[src/rtl/tick_irq_gen.sv]
module tick_irq_gen #(
  parameter int CNT_W        = 15,
  parameter int SEL_W        = 3,
  parameter int RT_MIN_EXP   = 8,
  parameter int OPT_W        = 2,
  parameter int BASE_MIN_EXP = 12,
  parameter int DISC_LIMIT   = 4,
  parameter int DATA_W       = 8,
  parameter logic [7:0] VECTOR = 8'h18
) (
  input  logic              clk,
  input  logic              rst_n,
  input  logic [OPT_W-1:0]  base_opt,
  input  logic              wr_en,
  input  logic              wr_addr,
  input  logic [DATA_W-1:0] wr_data,
  input  logic              stack_full,
  output logic              base_tick,
  output logic              rt_tick,
  output logic              base_flag,
  output logic              rt_flag,
  output logic              mf_flag,
  output logic              irq_req,
  output logic [7:0]        irq_vec,
  output logic              sel_discouraged
);

  localparam int CLR_BASE = 0;
  localparam int CLR_RT   = 1;
  localparam int CLR_MF   = 2;
  localparam int EN_BIT   = SEL_W;

  logic [CNT_W-1:0] cnt, rt_mask, base_mask;
  logic [SEL_W-1:0] sel_pend, sel_act;
  logic             irq_en, rt_roll, base_roll, wr_ctrl, wr_clr;

  assign rt_mask   = CNT_W'((32'd1 << (RT_MIN_EXP + 32'(sel_act))) - 32'd1);
  assign base_mask = CNT_W'((32'd1 << (BASE_MIN_EXP + 32'(base_opt))) - 32'd1);
  assign rt_roll   = (cnt & rt_mask) == rt_mask;
  assign base_roll = (cnt & base_mask) == base_mask;
  assign wr_ctrl   = wr_en & ~wr_addr;
  assign wr_clr    = wr_en & wr_addr;

  always_ff @(posedge clk or negedge rst_n) begin
    if (!rst_n) begin
      cnt       <= '0;
      sel_pend  <= '0;
      sel_act   <= '0;
      irq_en    <= 1'b0;
      base_tick <= 1'b0;
      rt_tick   <= 1'b0;
      base_flag <= 1'b0;
      rt_flag   <= 1'b0;
      mf_flag   <= 1'b0;
    end else begin
      cnt       <= cnt + 1'b1;
      base_tick <= base_roll;
      rt_tick   <= rt_roll;
      if (rt_roll) sel_act <= sel_pend;
      if (wr_ctrl) begin
        sel_pend <= wr_data[SEL_W-1:0];
        irq_en   <= wr_data[EN_BIT];
      end
      base_flag <= base_roll | (base_flag & ~(wr_clr & wr_data[CLR_BASE]));
      rt_flag   <= rt_roll   | (rt_flag   & ~(wr_clr & wr_data[CLR_RT]));
      mf_flag   <= base_roll | rt_roll | (mf_flag & ~(wr_clr & wr_data[CLR_MF]));
    end
  end

  assign irq_req         = irq_en & mf_flag & ~stack_full;
  assign irq_vec         = VECTOR;
  assign sel_discouraged = sel_pend < SEL_W'(DISC_LIMIT);

  assert_rt_single_R1: assert property (@(posedge clk) disable iff (!rst_n)
    rt_tick |=> !rt_tick);
  assert_base_single_R2: assert property (@(posedge clk) disable iff (!rst_n)
    base_tick |=> !base_tick);
  assert_base_flags_R3: assert property (@(posedge clk) disable iff (!rst_n)
    base_tick |-> (base_flag && mf_flag));
  assert_rt_flags_R4: assert property (@(posedge clk) disable iff (!rst_n)
    rt_tick |-> (rt_flag && mf_flag));
  assert_mf_clear_only_by_write_R5: assert property (@(posedge clk) disable iff (!rst_n)
    $fell(mf_flag) |-> $past(wr_en && wr_addr && wr_data[CLR_MF]));
  assert_sel_switch_at_tick_R7: assert property (@(posedge clk) disable iff (!rst_n)
    !$stable(sel_act) |-> rt_tick);

endmodule

[config.mk]
export PLATFORM = sky130hd
export DESIGN_NAME = tick_irq_gen
export DESIGN_NICKNAME = d
export VERILOG_FILES = /design/src/rtl/tick_irq_gen.sv
export SDC_FILE = /design/constraint.sdc
export NUM_CORES = 1
export LEC_CHECK = 0
export CAP_MARGIN = 10
export CORE_UTILIZATION = 32
export CTS_BUF_LIST = sky130_fd_sc_hd__clkbuf_2 sky130_fd_sc_hd__clkbuf_4 sky130_fd_sc_hd__clkbuf_8
export DETAILED_ROUTE_END_ITERATION = 7
export DONT_BUFFER_PORTS = 1
export PLACE_DENSITY = 0.43
export SETUP_SLACK_MARGIN = 0.5
export SYNTH_ARGS = -nofsm -noshare
export SYNTH_HDL_FRONTEND = slang
export SYNTH_SLANG_ARGS = --single-unit
export TNS_END_PERCENT = 10
[constraint.sdc]
create_clock -name clk -period 4.2 [get_ports clk]
set_clock_uncertainty 0.15 [all_clocks]
set_input_delay 0.42 -clock clk [delete_from_list [all_inputs] [get_ports clk]]
set_output_delay 0.42 -clock clk [all_outputs]
set_load 0.005 [all_outputs]
==> results.ini, run 1 <==
[detailed_routing]
wl_per_cell_um = 12.2
drt_iter0_drc = 30
vias_per_cell = 4.58
first_pass_iters = 4
drcViolationCount = 0
drtAntennaViolNets = 0
num_vias = 833
wl_um = 2210

[sta]
rsz0062_at_grt = false
finalSetupViolCount = 0
period_minus_slack_ns = 2.64
layout_worst_path_cycle_share_pct = 63.0
setup_slack_ns = 1.56
max_freq_ghz = 0.378
hold_violations = 0
slew_violations = 0
setup-tns-final_ns = 0
hold_ws_ns = 0.109

[floorplan]
die_x_um = 66.3
die-area_mm2 = 0.00440
rows = 23
io_pins = 30
start_util_pct = 33.3
coreArea_mm2 = 0.00397
die_h_um = 66.3

[synthesis]
synth_seq_cells = 27
synth_area_leaders = dfrtp_1 (51%), xnor2_1 (6.6%), nand2_1 (6.5%), buf_4 (4.5%), nand3_1 (3.8%)
netlist_area_mm2 = 0.00132
async_reset_ff_share_pct = 100
yosysWarningCount = 0
synth_area_leader_cell = dfrtp_1
synth.distinct_cells = 30
synthFlopType = dfrtp_1
syn-mean-instance-area_um2 = 10.3
synth_seq_area_share_pct = 51.0
netlist.area_leader.share_pct = 51.0
synth_cells = 128
synth-edff-count = 0

[worst_setup_path]
cp.required_ns = 4.20
path_cells = or3_4 -> ha_1 -> or4b_1 -> a31o_2 -> nand4_4 -> mux2_4
slowest_delay_ns = 0.49
crit_slowest_cell = dfrtp_1
path_class = reg2reg
endpoint_kind = register
cp.arrival_ns = 2.65
critPathLaunchType = register
critical_path.max_fanout = 8

[power]
irDropWorstVdd_uv = 158
leakagePower_uw = 0.000674
finalPower_uw = 435
power_density_mw_per_mm2 = 304

[placed_design]
gp_congestion = 0.707
dp_hpwl_um = 1610
portBuffers = 0
dp_slack_ns = 1.57

[global_routing]
grt-ovfl-total = 0
grt_antenna_before_repair = 0
track_usage_pct = 11.3
grt_first_pass_wirelength_um = 3710
first_global_vias = 770
grt_max_degree = 28

[cts]
tritoncts = yes
cts_made_buffers = 3
insertion_delay_ns = 0.26
htreeDepth = 1
cts.path.max_buffers = 2
clockRootBuffer = clkbuf_8
clock_sinks = 27
cts.clk_slew.worst_paths_ns = 0.09

[final_layout]
final_cell_mix = dfrtp_1 (27), nand2_1 (23), xnor2_1 (10), nand3_1 (10), conb_1 (8)
final_common_cell = dfrtp_1
drive_gt1_share_pct = 9.09
fin_nets = 150
diodes = 0
syn2layout_area_growth_pct = 7.85

[run_status]
outcome = finished clean

[min_path]
hp-class = in2reg

[job]
max-cap-violations = 0

## state kept, by name (all words and copies together) (netlist names)
register	cells
base_flag	1
base_tick	1
cnt	15
irq_en	1
mf_flag	1
rt_flag	1
rt_tick	1
sel_act	3
sel_pend	3
## path summary, 6_finish.rpt
kind | from | endpoint | slack, ns | depth (start not counted)
worst max-delay path | sel_act[2] | sel_act[1] | 1.56 | 6
worst min-delay path | wr_data[0] | sel_pend[0] | 0.11 | 2
worst max register to register | sel_act[2] | sel_act[1] | 1.56 | 6
worst min register to register | cnt[0] | cnt[0] | 0.33 | 1
max in group asynchronous | rst_n | sel_act[1] | 3.31 | 2
min in group asynchronous | rst_n | sel_act[0] | 0.43 | 2
## repair_timing
item,4_1_cts,5_1_grt
hold endpoints to repair,27,0
hold buffers,2,0
buffers inserted,0,0
gates resized for setup,0,0
## final cells by class
type / count / area (µm²)
repair buffers: 2 / 30.0
flip-flops and latches: 27 / 676
clock buffers: 4 / 48.8
inverters: 7 / 26.3
multi-input cells: 92 / 584
well taps: 50 / 62.6
fillers: 412 / 2540
## power breakdown
group | internal, µW | switching, µW
Combinational | 6.08 | 11.9
Sequential | 265 | 2.62
Clock | 74.2 | 75.1
## metal layers
layer  GRT usage, %  wire [µm]  up-vias
li1               -          -      423
met1           17.5       1170      394
met2           15.7        952       14
met3           1.72         74        2
met4           3.99         19        0
met5              0          0        -
## metrics by stage
stage	utilization, %	instance area [µm²]	std cells
final	35.9	1430	182
after global routing	35.9	1430	182
after CTS	35.9	1430	182
after detailed placement	34.0	1350	176
after global placement	34.0	1350	176
after floorplan	-	1350	134
## cells in the mapped netlist (2+ instances only)
library cell and instances:
dfrtp_1 27, nand2_1 23, nand3_1 10, xnor2_1 10, buf_4 8, inv_1 7
nor2_1 6, xor2_1 4, mux2_4 3, nand4_1 3, o21ai_0 3, a21oi_1 2
and4_1 2, conb_1 2, ha_1 2, nor2b_1 2
## worst max-delay path, delay by kind of cell (launching register included)
family,cells,cell delay (ns)
DFF,1,0.49
adders and majority gates,1,0.28
muxes,1,0.31
and+or+nand+nor,3,1.04
AOI/OAI and AO/OA,1,0.27
## cell families after synthesis
family                     after synthesis  synth area share [%]
xor gates and xnor gates                14                  9.26
AOI/OAI and AO/OA                       11                  5.86
muxes                                    3                  3.40
other                                    2                 0.567
and+or+nand+nor                         54                  21.5
adders and majority gates                2                  1.89
buffers and inverters                   15                  6.52
DFF                                     27                  51.0
No activity file was read; power rests on OpenSTA's default activity.
==> run 2: changes to the inputs <==
- PLACE_DENSITY: 0.43 -> 0.44
- clock period: 4.2 -> 2.28 ns (I/O delays scaled with it)
==> results.ini, run 2 (synthesized netlist as in run 1, its figures left out) <==
[floorplan]
rows = 23
die_x_um = 66.3
die_h_um = 66.3
start_util_pct = 33.3
die-area_mm2 = 0.00440
io_pins = 30
coreArea_mm2 = 0.00397

[global_routing]
track_usage_pct = 12.8
grt_first_pass_wirelength_um = 4170
grt_antenna_before_repair = 0
first_global_vias = 893
grt-ovfl-total = 0
grt_max_degree = 28

[worst_setup_path]
r2r-end = sel_act[2]
cp.required_ns = 2.29
path_class = reg2reg
r2r_cells = 6
crit_buf_inv = 0
critPathTopFamily = simple AND/OR/NAND/NOR gates
cp.arrival_ns = 2.37
crit_start = sel_act[1]
crit_end = sel_act[2]
crit_slowest_cell = or4b_4
slowest_delay_ns = 0.48
critPathLaunchType = register
critical_path.max_fanout = 5
endpoint_kind = register
path_depth = 6
regToRegSetupSlack_ns = -0.08
crit-reg2reg-launch = sel_act[1]
path_cells = or3_4 -> ha_4 -> or4b_4 -> a31o_4 -> nand4_4 -> mux2_4

[final_layout]
final_cell_mix = dfrtp_1 (27), nand2_1 (23), xnor2_1 (10), nand3_1 (10), buf_4 (10)
diodes = 0
final_common_cell = dfrtp_1
fillers = 392
regMostFlops = cnt
syn2layout_area_growth_pct = 20.7
fin_cells = 199
top_regs = cnt: 15 flops, sel_act: 3 flops, sel_pend: 3 flops
drive_gt1_share_pct = 16.8
final-seq-area_um2 = 676
multi_input_area_um2 = 612
fin_nets = 167
largest_register_ffs = 15

[sta]
setup-tns-final_ns = -0.244
finalSetupViolCount = 3
hold_ws_ns = 0.0106
hold_violations = 0
rsz0062_at_grt = true
max_freq_ghz = 0.423
period_minus_slack_ns = 2.36
layout_worst_path_cycle_share_pct = 104
setup_slack_ns = -0.0822
slew_violations = 0

[detailed_routing]
num_vias = 913
wl_per_cell_um = 12.4
vias_per_cell = 4.59
first_pass_iters = 4
drtAntennaViolNets = 0
wl_um = 2470
drcViolationCount = 0
drt_iter0_drc = 36

[job]
max-cap-violations = 0

[cts]
cts_made_buffers = 3
clock_sinks = 27
cts.clk_slew.worst_paths_ns = 0.09
insertion_delay_ns = 0.27
htreeDepth = 1
clockRootBuffer = clkbuf_8
cts.path.max_buffers = 2
tritoncts = yes

[power]
leakagePower_uw = 0.000758
irDropWorstVdd_uv = 311
power_density_mw_per_mm2 = 501

[run_status]
violations = setup timing
outcome = finished, violations left

[placed_design]
dp_hpwl_um = 1730
dp.cells = 185
gp_congestion = 0.770
portBuffers = 0

[min_path]
hp-class = in2reg

run 2: cell count changes in the layout (fill, tap and decap cells not counted):
cell / previous run / this run
ha_1: 2 / 1
clkinv_2: 0 / 1
ha_4: 0 / 1
a31o_4: 0 / 1
a31o_2: 1 / 0
nor2_1: 6 / 5
nor2_2: 0 / 1
dlygate4sd3_1: 1 / 8
buf_4: 0 / 10
or4b_1: 1 / 0
or4b_4: 0 / 1
clkbuf_4: 1 / 0
run 2: worst reg2reg max path, stage by stage (launching register included):
cell,delay (ns)
dfrtp_1,0.39
or3_4,0.41
ha_4,0.19
or4b_4,0.48
a31o_4,0.25
nand4_4,0.09
mux2_4,0.31
run 2: power by group:
part	switching, µW	internal, µW
clock	143	122
combinational	23.9	18.6
sequential	4.78	487
run 2: final cells by class:
type / count / area share [%]
inverter: 7 / 1.64
multi-input combinational: 92 / 38.3
clock buffer: 3 / 2.58
tap: 50 / 3.92
timing repair buffer: 19 / 11.0
clock inverter: 1 / 0.313
sequential: 27 / 42.3
run 2: layer usage:
layer  part of all wire, %  track usage, %
met3                   2.9            2.76
met4                   1.3            5.32
met2                    45            18.6
met1                    50            18.1
met5                     0               0
run 2: timing repair:
item / CTS / global route
gates resized for setup: 1 / 2
endpoints found under the setup margin: 6 / 6
buffers inserted: 1 / 0
endpoints found under the hold margin: 33 / 0
pin swaps: 1 / 0
hold buffers: 9 / 0
run 2: worst min path at each step:
stage | start | to | cells past startpoint
finish | wr_data[0] | base_flag | 3
global route | wr_data[0] | base_flag | 3
CTS | wr_data[0] | base_flag | 3
detailed placement | rst_n | sel_act[2] | 0
global placement | rst_n | sel_act[2] | 0
floorplan | rst_n | base_flag | 0
run 2: through the flow:
step                      setup slack [ns]  area (µm²)  util [%]  total power (µW)
after global placement             -0.0665        1430      36.0               520
after global routing                -0.138        1600      40.2               838
after CTS                          -0.0914        1590      39.9               816
after floorplan                     -0.118        1360         -               527
final                              -0.0822        1600      40.2               800
after detailed placement            -0.102        1430      36.0               520
==> run 3: changes to the inputs <==
- RECOVER_POWER: not set -> 25
==> results.ini, run 3 (synthesized netlist as in run 1, its figures left out) <==
[detailed_routing]
drtAntennaViolNets = 0
num_vias = 912
wl_um = 2470
drt_iter0_drc = 33
vias_per_cell = 4.58
first_pass_iters = 4
wl_per_cell_um = 12.4
drcViolationCount = 0

[cts]
cts.clk_slew.worst_paths_ns = 0.09
insertion_delay_ns = 0.27
cts_made_buffers = 3
htreeDepth = 1
cts.path.max_buffers = 2
tritoncts = yes
clock_sinks = 27
clockRootBuffer = clkbuf_8

[global_routing]
grt-ovfl-total = 0
first_global_vias = 893
track_usage_pct = 12.8
grt_first_pass_wirelength_um = 4170
grt_antenna_before_repair = 0
grt_max_degree = 28

[power]
p_comb_share_pct = 4.9
p_switching_uw = 173
leakagePower_uw = 0.000750
power.internal_uw = 625
clockPowerShare_pct = 33.4
swShare_pct = 21.6
seqPwrFrac_pct = 61.7
power_density_mw_per_mm2 = 504
irDropWorstVdd_uv = 313

[final_layout]
diodes = 0
syn2layout_area_growth_pct = 19.5
final_cell_mix = dfrtp_1 (27), nand2_1 (23), xnor2_1 (10), nand3_1 (10), buf_4 (10)
largest_register_ffs = 15
fin_nets = 167
final_common_cell = dfrtp_1
regMostFlops = cnt
top_regs = cnt: 15 flops, sel_act: 3 flops, sel_pend: 3 flops
drive_gt1_share_pct = 16.1
fin_cells = 199
finish.utilization_pct = 39.8

[sta]
max_freq_ghz = 0.423
finalSetupViolCount = 3
slew_violations = 0
relSlewSlack_pct = 5.12
hold_violations = 0
layout_worst_path_cycle_share_pct = 104
hold_ws_ns = 0.0106
rsz0062_at_grt = true
worstMarginPinSlew_ns = 1.42
setup_slack_ns = -0.0822
period_minus_slack_ns = 2.36

[worst_setup_path]
endpoint_kind = register
critPathLaunchType = register
cp.arrival_ns = 2.37
path_class = reg2reg
cp.required_ns = 2.29
critical_path.max_fanout = 5

[floorplan]
die_h_um = 66.3
io_pins = 30
die_x_um = 66.3
coreArea_mm2 = 0.00397
rows = 23
start_util_pct = 33.3
die-area_mm2 = 0.00440

[placed_design]
dp.cells = 185
gp_congestion = 0.770
portBuffers = 0
dp_slack_ns = -0.102
dp_hpwl_um = 1730

[run_status]
outcome = finished, violations left
violations = setup timing

[min_path]
hp-class = in2reg

[job]
max-cap-violations = 0

[run 3: cell count changes in the layout (fill, tap and decap cells not counted)]
cell / previous run / this run
buf_12: 1 / 0
clkbuf_1: 0 / 1
[run 3: stage by stage]
| step | cell area [µm²] | power (µW) | TNS (ns) |
|---|---|---|---|
| final | 1580 | 798 | -0.244 |
| after global routing | 1580 | 834 | -0.506 |
| after CTS | 1590 | 816 | -0.270 |
| after detailed placement | 1430 | 520 | -0.311 |
| after global placement | 1430 | 520 | -0.198 |
| after floorplan | 1360 | 527 | -0.353 |
[run 3: path summary, 6_finish.rpt]
kind	startpoint	end	slack, ns	cells past startpoint
setup reg to reg	sel_act[1]	sel_act[2]	-0.08	6
hold reg to reg	cnt[7]	cnt[7]	0.32	1
setup / recovery	sel_act[1]	sel_act[2]	-0.08	6
hold / removal	wr_data[0]	base_flag	0.01	3
max in group asynchronous	rst_n	base_tick	0.45	2
min in group asynchronous	rst_n	sel_act[0]	0.70	2
[run 3: power by group through the flow]
stage | combinational [µW] | clock [µW] | sequential (µW)
global placement | 18.1 | 0 | 502
detailed placement | 17.9 | 0 | 502
finish | 38.8 | 267 | 492
floorplan | 26.0 | 0 | 501
global route | 46.1 | 294 | 493
CTS | 43.1 | 280 | 493
[run 3: critical path, stage by stage (launching register included)]
cell	delay [ns]
dfrtp_1	0.38
or3_4	0.41
ha_4	0.19
or4b_4	0.48
a31o_4	0.25
nand4_4	0.09
mux2_4	0.30
[run 3: layout make-up]
cell class | instances | area [µm²]
tap | 50 | 62.6
multi-input combinational | 92 | 612
clock buffer | 3 | 41.3
clock inverter | 1 | 5.00
sequential | 27 | 676
inverter | 7 | 26.3
fill | 394 | 2390
timing repair buffer | 19 | 159
[run 3: repair_timing]
| item | 4_1_cts | 5_1_grt |
|---|---|---|
| resized for setup | 1 | 2 |
| hold buffers | 9 | 0 |
| setup buffers | 1 | 0 |
| setup endpoints to repair | 6 | 6 |
| hold endpoints to repair | 33 | 0 |
| gates cloned | 0 | 0 |
| pin swaps | 1 | 0 |
[run 3: routing by layer]
| metal | GRT usage [%] | vias to the layer above | share of wire (%) |
|---|---|---|---|
| li1 | - | 454 | - |
| met1 | 18.1 | 440 | 51 |
| met2 | 18.6 | 14 | 45 |
| met3 | 2.76 | 4 | 2.9 |
| met4 | 5.32 | 0 | 1.3 |
| met5 | 0 | - | 0 |
